**src/rtl/i2c_regs_pkg.sv**
```systemverilog
package i2c_regs_pkg;

  localparam int unsigned OFF_CMD     = 'h00;
  localparam int unsigned OFF_RXDATA  = 'h04;
  localparam int unsigned OFF_CTRL    = 'h08;
  localparam int unsigned OFF_IEN     = 'h0C;
  localparam int unsigned OFF_ISR     = 'h10;
  localparam int unsigned OFF_STAT    = 'h14;
  localparam int unsigned OFF_CMDLVL  = 'h18;
  localparam int unsigned OFF_RXLVL   = 'h1C;
  localparam int unsigned OFF_SCLLO   = 'h20;
  localparam int unsigned OFF_SCLHI   = 'h24;
  localparam int unsigned OFF_HOLD    = 'h28;

  // interrupt bit positions (shared by enable and status)
  localparam int unsigned IRQ_TXRDY = 0;
  localparam int unsigned IRQ_RXRDY = 1;
  localparam int unsigned IRQ_NACK  = 2;
  localparam int unsigned IRQ_ARB   = 3;
  localparam int unsigned IRQ_RXOVF = 4;
  localparam int unsigned IRQ_W     = 5;
  localparam int unsigned CTRL_W    = 6;

  typedef enum logic [3:0] {
    SEL_NONE, SEL_RX, SEL_CTRL, SEL_IEN, SEL_ISR, SEL_STAT,
    SEL_CMDLVL, SEL_RXLVL, SEL_SCLLO, SEL_SCLHI, SEL_HOLD
  } regSel_e;

  typedef struct packed {
    logic    wrCmd;
    logic    wrCtrl;
    logic    wrIen;
    logic    wrIsr;
    logic    wrSclLo;
    logic    wrSclHi;
    logic    wrHold;
    logic    rdPop;
    logic    rdEn;
    regSel_e rdSel;
  } regStb_t;

endpackage

```
**src/rtl/i2c_fifo.sv**
```systemverilog
module i2c_fifo #(
  parameter int WIDTH = 8,
  parameter int DEPTH = 4,
  localparam int PTR_W = (DEPTH > 1) ? $clog2(DEPTH) : 1,
  localparam int LVL_W = $clog2(DEPTH + 1)
) (
  input  logic             clk,
  input  logic             rstN,
  input  logic             flush,
  input  logic             push,
  input  logic [WIDTH-1:0] din,
  input  logic             pop,
  output logic [WIDTH-1:0] dout,
  output logic [LVL_W-1:0] level,
  output logic             full,
  output logic             empty
);

  logic [WIDTH-1:0] mem [DEPTH];
  logic [PTR_W-1:0] wrPtr, rdPtr;
  logic pushOk, popOk;

  assign full   = (level == LVL_W'(DEPTH));
  assign empty  = (level == '0);
  assign pushOk = push && !full;
  assign popOk  = pop && !empty;
  assign dout   = mem[rdPtr];

  function automatic logic [PTR_W-1:0] nextPtr(input logic [PTR_W-1:0] p);
    return (p == PTR_W'(DEPTH - 1)) ? '0 : p + 1'b1;
  endfunction

  always_ff @(posedge clk or negedge rstN) begin
    if (!rstN) begin
      wrPtr <= '0;
      rdPtr <= '0;
      level <= '0;
    end else if (flush) begin
      wrPtr <= '0;
      rdPtr <= '0;
      level <= '0;
    end else begin
      if (pushOk) wrPtr <= nextPtr(wrPtr);
      if (popOk)  rdPtr <= nextPtr(rdPtr);
      if (pushOk && !popOk)      level <= level + 1'b1;
      else if (popOk && !pushOk) level <= level - 1'b1;
    end
  end

  always_ff @(posedge clk) begin
    if (pushOk && !flush) mem[wrPtr] <= din;
  end

endmodule

```
**src/rtl/i2c_regs_ctl.sv**
```systemverilog
module i2c_regs_ctl
  import i2c_regs_pkg::*;
#(
  parameter int ADDR_W = 6
) (
  input  logic              regWrEn,
  input  logic              regRdEn,
  input  logic [ADDR_W-1:0] regAddr,
  output regStb_t           stb
);

  function automatic logic hit(input logic [ADDR_W-1:0] a, input int unsigned off);
    return a == ADDR_W'(off);
  endfunction

  always_comb begin
    stb         = '0;
    stb.rdSel   = SEL_NONE;
    stb.rdEn    = regRdEn;
    stb.wrCmd   = regWrEn && hit(regAddr, OFF_CMD);
    stb.wrCtrl  = regWrEn && hit(regAddr, OFF_CTRL);
    stb.wrIen   = regWrEn && hit(regAddr, OFF_IEN);
    stb.wrIsr   = regWrEn && hit(regAddr, OFF_ISR);
    stb.wrSclLo = regWrEn && hit(regAddr, OFF_SCLLO);
    stb.wrSclHi = regWrEn && hit(regAddr, OFF_SCLHI);
    stb.wrHold  = regWrEn && hit(regAddr, OFF_HOLD);
    stb.rdPop   = regRdEn && hit(regAddr, OFF_RXDATA);
    if (regRdEn) begin
      if      (hit(regAddr, OFF_RXDATA)) stb.rdSel = SEL_RX;
      else if (hit(regAddr, OFF_CTRL))   stb.rdSel = SEL_CTRL;
      else if (hit(regAddr, OFF_IEN))    stb.rdSel = SEL_IEN;
      else if (hit(regAddr, OFF_ISR))    stb.rdSel = SEL_ISR;
      else if (hit(regAddr, OFF_STAT))   stb.rdSel = SEL_STAT;
      else if (hit(regAddr, OFF_CMDLVL)) stb.rdSel = SEL_CMDLVL;
      else if (hit(regAddr, OFF_RXLVL))  stb.rdSel = SEL_RXLVL;
      else if (hit(regAddr, OFF_SCLLO))  stb.rdSel = SEL_SCLLO;
      else if (hit(regAddr, OFF_SCLHI))  stb.rdSel = SEL_SCLHI;
      else if (hit(regAddr, OFF_HOLD))   stb.rdSel = SEL_HOLD;
    end
  end

endmodule

```
**src/rtl/i2c_regs_dp.sv**
```systemverilog
module i2c_regs_dp
  import i2c_regs_pkg::*;
#(
  parameter int DATA_W     = 32,
  parameter int FIFO_DEPTH = 4,
  parameter int CMD_W      = 10,
  parameter int CNT_W      = 16,
  localparam int LVL_W     = $clog2(FIFO_DEPTH + 1)
) (
  input  logic              clk,
  input  logic              rstN,
  input  regStb_t           stb,
  input  logic [DATA_W-1:0] wrData,
  output logic [DATA_W-1:0] rdData,
  output logic              cmdValid,
  input  logic              cmdReady,
  output logic [CMD_W-1:0]  cmdWord,
  input  logic              rxPush,
  input  logic [7:0]        rxByte,
  input  logic              evtNack,
  input  logic              evtArbLost,
  input  logic              engBusy,
  output logic              coreEnable,
  output logic              fastMode,
  output logic [CNT_W-1:0]  sclLowCnt,
  output logic [CNT_W-1:0]  sclHighCnt,
  output logic [CNT_W-1:0]  sdaHoldCnt,
  output logic [LVL_W-1:0]  cmdLevel,
  output logic [LVL_W-1:0]  rxLevel,
  output logic              irq
);

  logic [CTRL_W-1:0] ctrlReg;
  logic [IRQ_W-1:0]  ienReg;
  logic [2:0]        stickyReg;   // {ovf, arb, nack}
  logic [IRQ_W-1:0]  isrView;
  logic cmdFull, cmdEmpty, rxFull, rxEmpty;
  logic [7:0] rxDout;
  logic txRdy, rxRdy, ovfSet, flush;
  logic [1:0] cmdThr, rxThr;

  assign coreEnable = ctrlReg[0];
  assign fastMode   = ctrlReg[1];
  assign cmdThr     = ctrlReg[3:2];
  assign rxThr      = ctrlReg[5:4];
  assign flush      = !coreEnable;

  i2c_fifo #(.WIDTH(CMD_W), .DEPTH(FIFO_DEPTH)) cmdQ (
    .clk(clk), .rstN(rstN), .flush(flush),
    .push(stb.wrCmd && coreEnable), .din(wrData[CMD_W-1:0]),
    .pop(cmdValid && cmdReady), .dout(cmdWord),
    .level(cmdLevel), .full(cmdFull), .empty(cmdEmpty)
  );

  i2c_fifo #(.WIDTH(8), .DEPTH(FIFO_DEPTH)) rxQ (
    .clk(clk), .rstN(rstN), .flush(flush),
    .push(rxPush && coreEnable), .din(rxByte),
    .pop(stb.rdPop && coreEnable), .dout(rxDout),
    .level(rxLevel), .full(rxFull), .empty(rxEmpty)
  );

  assign cmdValid = coreEnable && !cmdEmpty;
  assign txRdy    = cmdLevel <= LVL_W'(cmdThr);
  assign rxRdy    = rxLevel > LVL_W'(rxThr);
  assign ovfSet   = rxPush && coreEnable && rxFull;

  assign isrView = {stickyReg[2], stickyReg[1], stickyReg[0], rxRdy, txRdy};
  assign irq     = |(isrView & ienReg);

  always_ff @(posedge clk or negedge rstN) begin
    if (!rstN) begin
      ctrlReg    <= '0;
      ienReg     <= '0;
      stickyReg  <= '0;
      sclLowCnt  <= '0;
      sclHighCnt <= '0;
      sdaHoldCnt <= '0;
    end else begin
      if (stb.wrCtrl)  ctrlReg    <= wrData[CTRL_W-1:0];
      if (stb.wrIen)   ienReg     <= wrData[IRQ_W-1:0];
      if (stb.wrSclLo) sclLowCnt  <= wrData[CNT_W-1:0];
      if (stb.wrSclHi) sclHighCnt <= wrData[CNT_W-1:0];
      if (stb.wrHold)  sdaHoldCnt <= wrData[CNT_W-1:0];
      stickyReg <= (stickyReg & ~(stb.wrIsr ? wrData[IRQ_RXOVF:IRQ_NACK] : 3'b000))
                 | {ovfSet, evtArbLost, evtNack};
    end
  end

  always_ff @(posedge clk or negedge rstN) begin
    if (!rstN) begin
      rdData <= '0;
    end else if (stb.rdEn) begin
      unique case (stb.rdSel)
        SEL_RX:     rdData <= rxEmpty ? '0 : DATA_W'(rxDout);
        SEL_CTRL:   rdData <= DATA_W'(ctrlReg);
        SEL_IEN:    rdData <= DATA_W'(ienReg);
        SEL_ISR:    rdData <= DATA_W'(isrView);
        SEL_STAT:   rdData <= DATA_W'(engBusy);
        SEL_CMDLVL: rdData <= DATA_W'(cmdLevel);
        SEL_RXLVL:  rdData <= DATA_W'(rxLevel);
        SEL_SCLLO:  rdData <= DATA_W'(sclLowCnt);
        SEL_SCLHI:  rdData <= DATA_W'(sclHighCnt);
        SEL_HOLD:   rdData <= DATA_W'(sdaHoldCnt);
        default:    rdData <= '0;
      endcase
    end
  end

endmodule

```
**src/rtl/i2c_ctl_regs.sv**
```systemverilog
module i2c_ctl_regs
  import i2c_regs_pkg::*;
#(
  parameter int DATA_W     = 32,
  parameter int ADDR_W     = 6,
  parameter int FIFO_DEPTH = 4,
  parameter int CMD_W      = 10,
  parameter int CNT_W      = 16
) (
  input  logic              clk,
  input  logic              rstN,
  input  logic              regWrEn,
  input  logic              regRdEn,
  input  logic [ADDR_W-1:0] regAddr,
  input  logic [DATA_W-1:0] regWrData,
  output logic [DATA_W-1:0] regRdData,
  output logic              cmdValid,
  input  logic              cmdReady,
  output logic [CMD_W-1:0]  cmdWord,
  input  logic              rxPush,
  input  logic [7:0]        rxByte,
  input  logic              evtNack,
  input  logic              evtArbLost,
  input  logic              engBusy,
  output logic              coreEnable,
  output logic              fastMode,
  output logic [CNT_W-1:0]  sclLowCnt,
  output logic [CNT_W-1:0]  sclHighCnt,
  output logic [CNT_W-1:0]  sdaHoldCnt,
  output logic              irq
);

  localparam int LVL_W = $clog2(FIFO_DEPTH + 1);

  regStb_t           stb;
  logic [LVL_W-1:0]  cmdLevel;
  logic [LVL_W-1:0]  rxLevel;

  i2c_regs_ctl #(.ADDR_W(ADDR_W)) ctlInst (
    .regWrEn(regWrEn), .regRdEn(regRdEn), .regAddr(regAddr), .stb(stb)
  );

  i2c_regs_dp #(
    .DATA_W(DATA_W), .FIFO_DEPTH(FIFO_DEPTH), .CMD_W(CMD_W), .CNT_W(CNT_W)
  ) dpInst (
    .clk(clk), .rstN(rstN), .stb(stb), .wrData(regWrData), .rdData(regRdData),
    .cmdValid(cmdValid), .cmdReady(cmdReady), .cmdWord(cmdWord),
    .rxPush(rxPush), .rxByte(rxByte), .evtNack(evtNack), .evtArbLost(evtArbLost),
    .engBusy(engBusy), .coreEnable(coreEnable), .fastMode(fastMode),
    .sclLowCnt(sclLowCnt), .sclHighCnt(sclHighCnt), .sdaHoldCnt(sdaHoldCnt),
    .cmdLevel(cmdLevel), .rxLevel(rxLevel), .irq(irq)
  );

endmodule

```
**config.mk**
```make
export PLATFORM = sky130hd
export DESIGN_NAME = i2c_ctl_regs
export DESIGN_NICKNAME = d
export VERILOG_FILES = /design/src/rtl/i2c_regs_pkg.sv /design/src/rtl/i2c_fifo.sv /design/src/rtl/i2c_regs_ctl.sv /design/src/rtl/i2c_regs_dp.sv /design/src/rtl/i2c_ctl_regs.sv
export SDC_FILE = /design/constraint.sdc
export NUM_CORES = 1
export LEC_CHECK = 0
export ABC_AREA = 0
export ABC_CLOCK_PERIOD_IN_PS = 6160
export CAP_MARGIN = 20
export CORE_ASPECT_RATIO = 1.1
export CORE_UTILIZATION = 45
export CTS_CLUSTER_SIZE = 28
export DETAILED_ROUTE_END_ITERATION = 10
export GPL_TIMING_DRIVEN = 0
export MAX_ROUTING_LAYER = met4
export PLACE_DENSITY = 0.71
export SLEW_MARGIN = 20
export SYNTH_ARGS = -nofsm -noshare
export SYNTH_HDL_FRONTEND = slang
export SYNTH_HIERARCHICAL = 1
export SYNTH_SLANG_ARGS = --single-unit
```
**constraint.sdc**
```tcl
create_clock -name clk -period 6.16 [get_ports clk]
set_input_delay 0.616 -clock clk [delete_from_list [all_inputs] [get_ports clk]]
set_output_delay 0.616 -clock clk [all_outputs]
set_load 0.005 [all_outputs]
```
* Yosys cells after proc, flatten, opt, wreduce, memory -nomap -nowiden
Memories as Yosys holds them, arrays and structs flattened.
Index checks and enable logic that the tools add are counted.
** Cells by class
- Add/sub/neg operators :: 8
- Multiply operators :: 0
- Div/mod/pow operators :: 0
- Order comparisons :: 2
- Eq/ne operators :: 32
- Shift-type cells :: 0
- Multiplexer cells :: 36
- Bitwise logic cells :: 4
- Reductions and logical operators :: 36
** Operators with widths (number)
- 32-bit one-hot mux with 10 select lines :: 1
- 4-bit 2-to-1 mux :: 11
- 6-bit by 5-bit equality test with 1-bit output, second input constant :: 4
- 1-bit logical AND :: 24
- 2-bit 2-to-1 mux :: 12
- 3-bit 2-to-1 mux :: 7
- 6-bit equality test, second input constant :: 3
- 4-bit by 3-bit equality test with 1-bit output, second input constant :: 4
- 4-bit equality test, second input constant :: 3
- 6-bit by 4-bit equality test with 1-bit output, second input constant :: 2
- 2-bit by 1-bit adder with 2-bit output, second input constant :: 4
- 2-bit equality test, second input constant :: 4
- 4-bit by 2-bit equality test with 1-bit output, second input constant :: 2
- 1-bit logical NOT :: 8
- 8-bit 2-to-1 mux :: 1
- 2-bit != test, second input constant :: 4
- 3-bit by 1-bit adder with 3-bit output, second input constant :: 2
- 3-bit equality test, second input constant :: 2
- 6-bit by 3-bit equality test with 1-bit output, second input constant :: 1
- 3-bit logical NOT :: 2
- 6-bit logical NOT :: 1
- 3-bit != test, second input constant :: 2
- 3-bit by 1-bit subtractor with 3-bit output, second input constant :: 2
- 5-bit bitwise AND :: 1
- 8 further kinds :: 11
** Storage, ports and cells
- Flip-flop bits (word level) :: 108
- Latch bits :: 0
- RAM bits :: 72
- Memory bits (read-only) :: 0
- Output and inout port bits :: 94
- Word-level logic and storage cells :: 133
- Memories :: 2
** Memories
- dpInst.cmdQ.mem :: words 4, bits a word 10, rd ports 1, clocked after memory_dff 0, write ports 1, line i2c_fifo.sv:19 : logic [WIDTH-1:0] mem [DEPTH];
- dpInst.rxQ.mem :: words 4, bits a word 8, rd ports 1, clocked after memory_dff 0, write ports 1, line i2c_fifo.sv:19

* Longest topological paths before layout
- Word-level depth :: 14
- Mapped depth :: 10

* Hierarchy
Netlist, hierarchy kept.
** Modules (own cells, without submodules)
- i2c_regs_dp :: times used 1, cells an instance 341, area each 3863.7 um^2, seq. area each 1951.9 um^2
- i2c_fifo at dpInst.cmdQ :: times used 1, cells an instance 102, area each 1925.6 um^2, seq. area each 1376.3 um^2
- i2c_fifo at dpInst.rxQ :: times used 1, cells an instance 91, area each 1639.1 um^2, seq. area each 1136.1 um^2
- i2c_regs_ctl :: times used 1, cells an instance 24, area each 198.9 um^2, seq. area each 0.0 um^2

* Worst setup path after synthesis
No wires, ideal clock.
- Path type :: input to register
- From :: input port regAddr[1]
- To :: register dpInst.rdData[4]
- Library setup time :: 0.137 ns
- Arrival :: 2.676 ns
- Slack :: 3.347 ns
- Cell stages on the path :: 8
- Cells stage by stage :: or3b_4 a211oi_1 buf_2 mux2_2 nand2_1 a31oi_1 a221oi_1 o22ai_1
** RTL lines
- start: declaration :: line i2c_ctl_regs.sv:14 : input logic [ADDR_W-1:0] regAddr,
- end signal: assignment :: line i2c_regs_dp.sv:94 : SEL_RX: rdData <= rxEmpty ? '0 : DATA_W'(rxDout);
- end signal: assignment :: line i2c_regs_dp.sv:95 : SEL_CTRL: rdData <= DATA_W'(ctrlReg);
- end signal: assignment :: line i2c_regs_dp.sv:96 : SEL_IEN: rdData <= DATA_W'(ienReg);
- end: declaration :: line i2c_regs_dp.sv:14 : output logic [DATA_W-1:0] rdData,

==> metrics.md <==
| Metric | Value |
|---|---|
| Crit path kind | in -> reg |
| Worst slew pin tran | 991 ps |
| Pwr/cell area | 320 mW/mm² |
| Fmax | 302 MHz |
| Crit share post-route | 0.537 |
| RR Startpoint | dpInst/ctrlReg[0] |
| Fin Setup TNS | 0 ps |
| Chip height | 139 µm |
| Initial DRC count | 276 |
| Pre-CTS WS | 2430 ps |
| DR pass1 iterations | 5 |
| CTS clk-pin slew, worst paths | 60 ps |
| First-pass GRT wire length | 29.0 mm |
| Final HPWL DP | 13.3 mm |
| Relative slew slack | 0.335 |
| Synth Cell Area | 0.00763 mm² |
| Chip width | 126 µm |
| Unique masters post-synth | 63 |
| Area of the die | 0.0175 mm² |
| Final hold vios | 0 |
| I/O pin count | 149 |
| Top cell type's share of synthesized area | 0.302 |
| Post-synth EDFFs | 72 |
| Placed inst area | 0.00918 mm² |
| PortBufs | 114 |
| Vias in the first global route | 5212 |
| Sequential area share after synthesis | 0.585 |
| Reg2Reg Setup Slack | 3610 ps |
| Util after Layout | 0.594 |
| Cells after Synth | 558 |
| YS warnings | 6 |
| Final worst slack | 2850 ps |
| Area grow syn2layout | 28.4% |
| Routed wire length per instance | 19.7 µm |
| Clock Sinks | 164 |
| Clock tree buffer depth | 2 |
| Starting Density | 0.462 |
| Htree depth | 4 |
| Unrepaired setup endpoints after global routing | false |
| Synth area leader | dfrtp_1 |
| Design area | 0.00980 mm² |
| Hold buffers post-CTS | 0 |
| FF+latch count, synth | 164 |
| Diode count | 0 |
| Post-synth top cells | 92 x dfrtp_1, 72 x edfxtp_1, 56 x mux2_2 |
| Final ANT Viol Nets | 0 |
| Req. time, crit path | 6450 ps |
| CP Launch Type | input pin |
| CTS tree | built |
| Avg Cell Area, Syn | 13.7 µm² |
| DRT Wirelength | 18.3 mm |
| Dominant cells by area after synthesis | dfrtp_1 30%, edfxtp_1 28%, mux2_2 8.3%, mux4_2 5.3%, ha_1 2.6% |
| Status | finished clean |
| Worst Reg-to-Reg Cells | 9 |
| Initial antenna violation count | 0 |
| DR DRC count | 0 |
| Cell Rows | 49 |
| Synth async-reset ratio | 0.561 |
| Skew final | 8.75 ps |
| Layout cell share with drive strength beyond 1 | 0.236 |
| RR Endpoint | dpInst/cmdQ/level[2] |
| Final-report setup violation count | 0 |
| TritonCTS buffer count | 17 |
| Filler instances | 1316 |
| Arrival @ worst endpoint | 3590 ps |
| Total congestion overflow | 0 |
| Max Slew Vio Count | 0 |
| Worst-Skew Late Latency | 430 ps |
| Total GRT Usage | 0.229 |
| Fin nets | 784 |
| Critical path endpoint category | flip-flop |
| Ys flop type | dfrtp_1 |
| Worst VDD drop | 0.205 mV |
| Crit-path max FO | 10 |
| CTS root buffer | clkbuf_16 |
| Tmin final | 3310 ps |
| Leak pwr | 3.84 nW |
| GP Congestion | 0.852 |
| Ratio of routed vias to standard cells | 5.43 |
| CORE AREA | 0.0165 mm² |
| Max Cap Viol | 0 |
| Via Count | 5040 |
| Cts repair resizes | 0 |
| Largest net degree at the start of global routing | 50 |
| Most numerous cell in the Yosys netlist | dfrtp_1 |
| Setup Buffers After CTS | 0 |
| Hold Crit Class | in -> async |
cells by family (layout without fill, tap and decap cells):
kind of cell               after synthesis  after routing  synth area share
buffers and inverters                   80            231            0.0512
xor gates and xnor gates                 4              4           0.00459
and+or+nand+nor                        114            114            0.0925
other                                    1             16          0.000492
muxes                                   91             91             0.158
DFF                                    164            164             0.585
AOI/OAI and AO/OA                       86             86            0.0763
adders and majority gates               18             18            0.0315
cell type report:
class	count	area [µm²]	area share
Clock inverter	14	193	0.0197
Clock buffer	18	429	0.0438
Multi-Input combinational cell	329	2870	0.293
Sequential cell	164	4460	0.456
Timing Repair Buffer	119	1200	0.122
Buffer	44	255	0.0261
Tap cell	204	255	0.0261
Inverter	36	135	0.0138
where the power goes:
part / internal (mW) / switching, mW / leakage (nW) / total (mW)
registers: 1.27 / 0.116 / 1.86 / 1.39
logic: 0.349 / 0.291 / 1.68 / 0.640
clock network: 0.653 / 0.460 / 0.301 / 1.11
sequential cells by signal, indices dropped and copies added (netlist names), 5 cells and up:
register and cells:
dpInst/sdaHoldCnt 16, dpInst/sclHighCnt 16, dpInst/rdData 16, dpInst/ctrlReg 6, dpInst/ienReg 5, dpInst/rxQ/mem 32, dpInst/cmdQ/mem 40, dpInst/sclLowCnt 16
critical path, cell delays in order:
cell	delay [ps]
clkdlybuf4s50_1	490
or3b_4	410
a211oi_1	830
buf_2	380
mux2_2	370
nand2_1	80
a31oi_1	80
a221oi_1	230
o22ai_1	110
per-stage QoR:
step / hold WS [ps] / instances / power [mW]
after floorplan: 320 / 573 / 1.73
after global placement: 518 / 891 / 2.01
after detailed placement: 521 / 896 / 2.05
after CTS: 194 / 928 / 3.17
after global routing: 228 / 928 / 3.29
final: 185 / 928 / 3.14
how the worst max path moves through the flow:
stage,slack [ps],endpoint,depth (start not counted),from
after detailed placement,2430,dpInst/rdData[4],9,regRdEn
after global placement,1220,dpInst/rxQ/wrPtr[1],1,rstN
final,2850,dpInst/rdData[4],9,regRdEn
after floorplan,3350,dpInst/rdData[4],8,regAddr[1]
after CTS,2880,dpInst/rdData[4],9,regRdEn
after global routing,2650,dpInst/rdData[4],9,regRdEn
layout by cell type, fill, tap and decap left out, types with 8 or more instances in the layout:
cell	instances
a21oi_1	22
buf_2	9
buf_4	24
clkbuf_1	13
clkbuf_16	17
clkdlybuf4s50_1	113
conb_1	16
dfrtp_1	92
edfxtp_1	72
ha_1	16
inv_1	32
mux2_2	56
mux2i_1	17
mux4_2	18
nand2_1	18
nand3_1	14
nor2_1	21
nor3_1	8
nor3b_2	8
o21ai_0	12
o22ai_1	16
layer usage:
metal / wire [µm] / up-vias / GRT usage
met5: 0 / - / -
met4: 281 / 0 / 0.0742
met3: 610 / 23 / 0.0417
met2: 9460 / 120 / 0.378
met1: 7930 / 2549 / 0.285
li1: - / 2348 / -
Power figures use the tool's default switching activity.
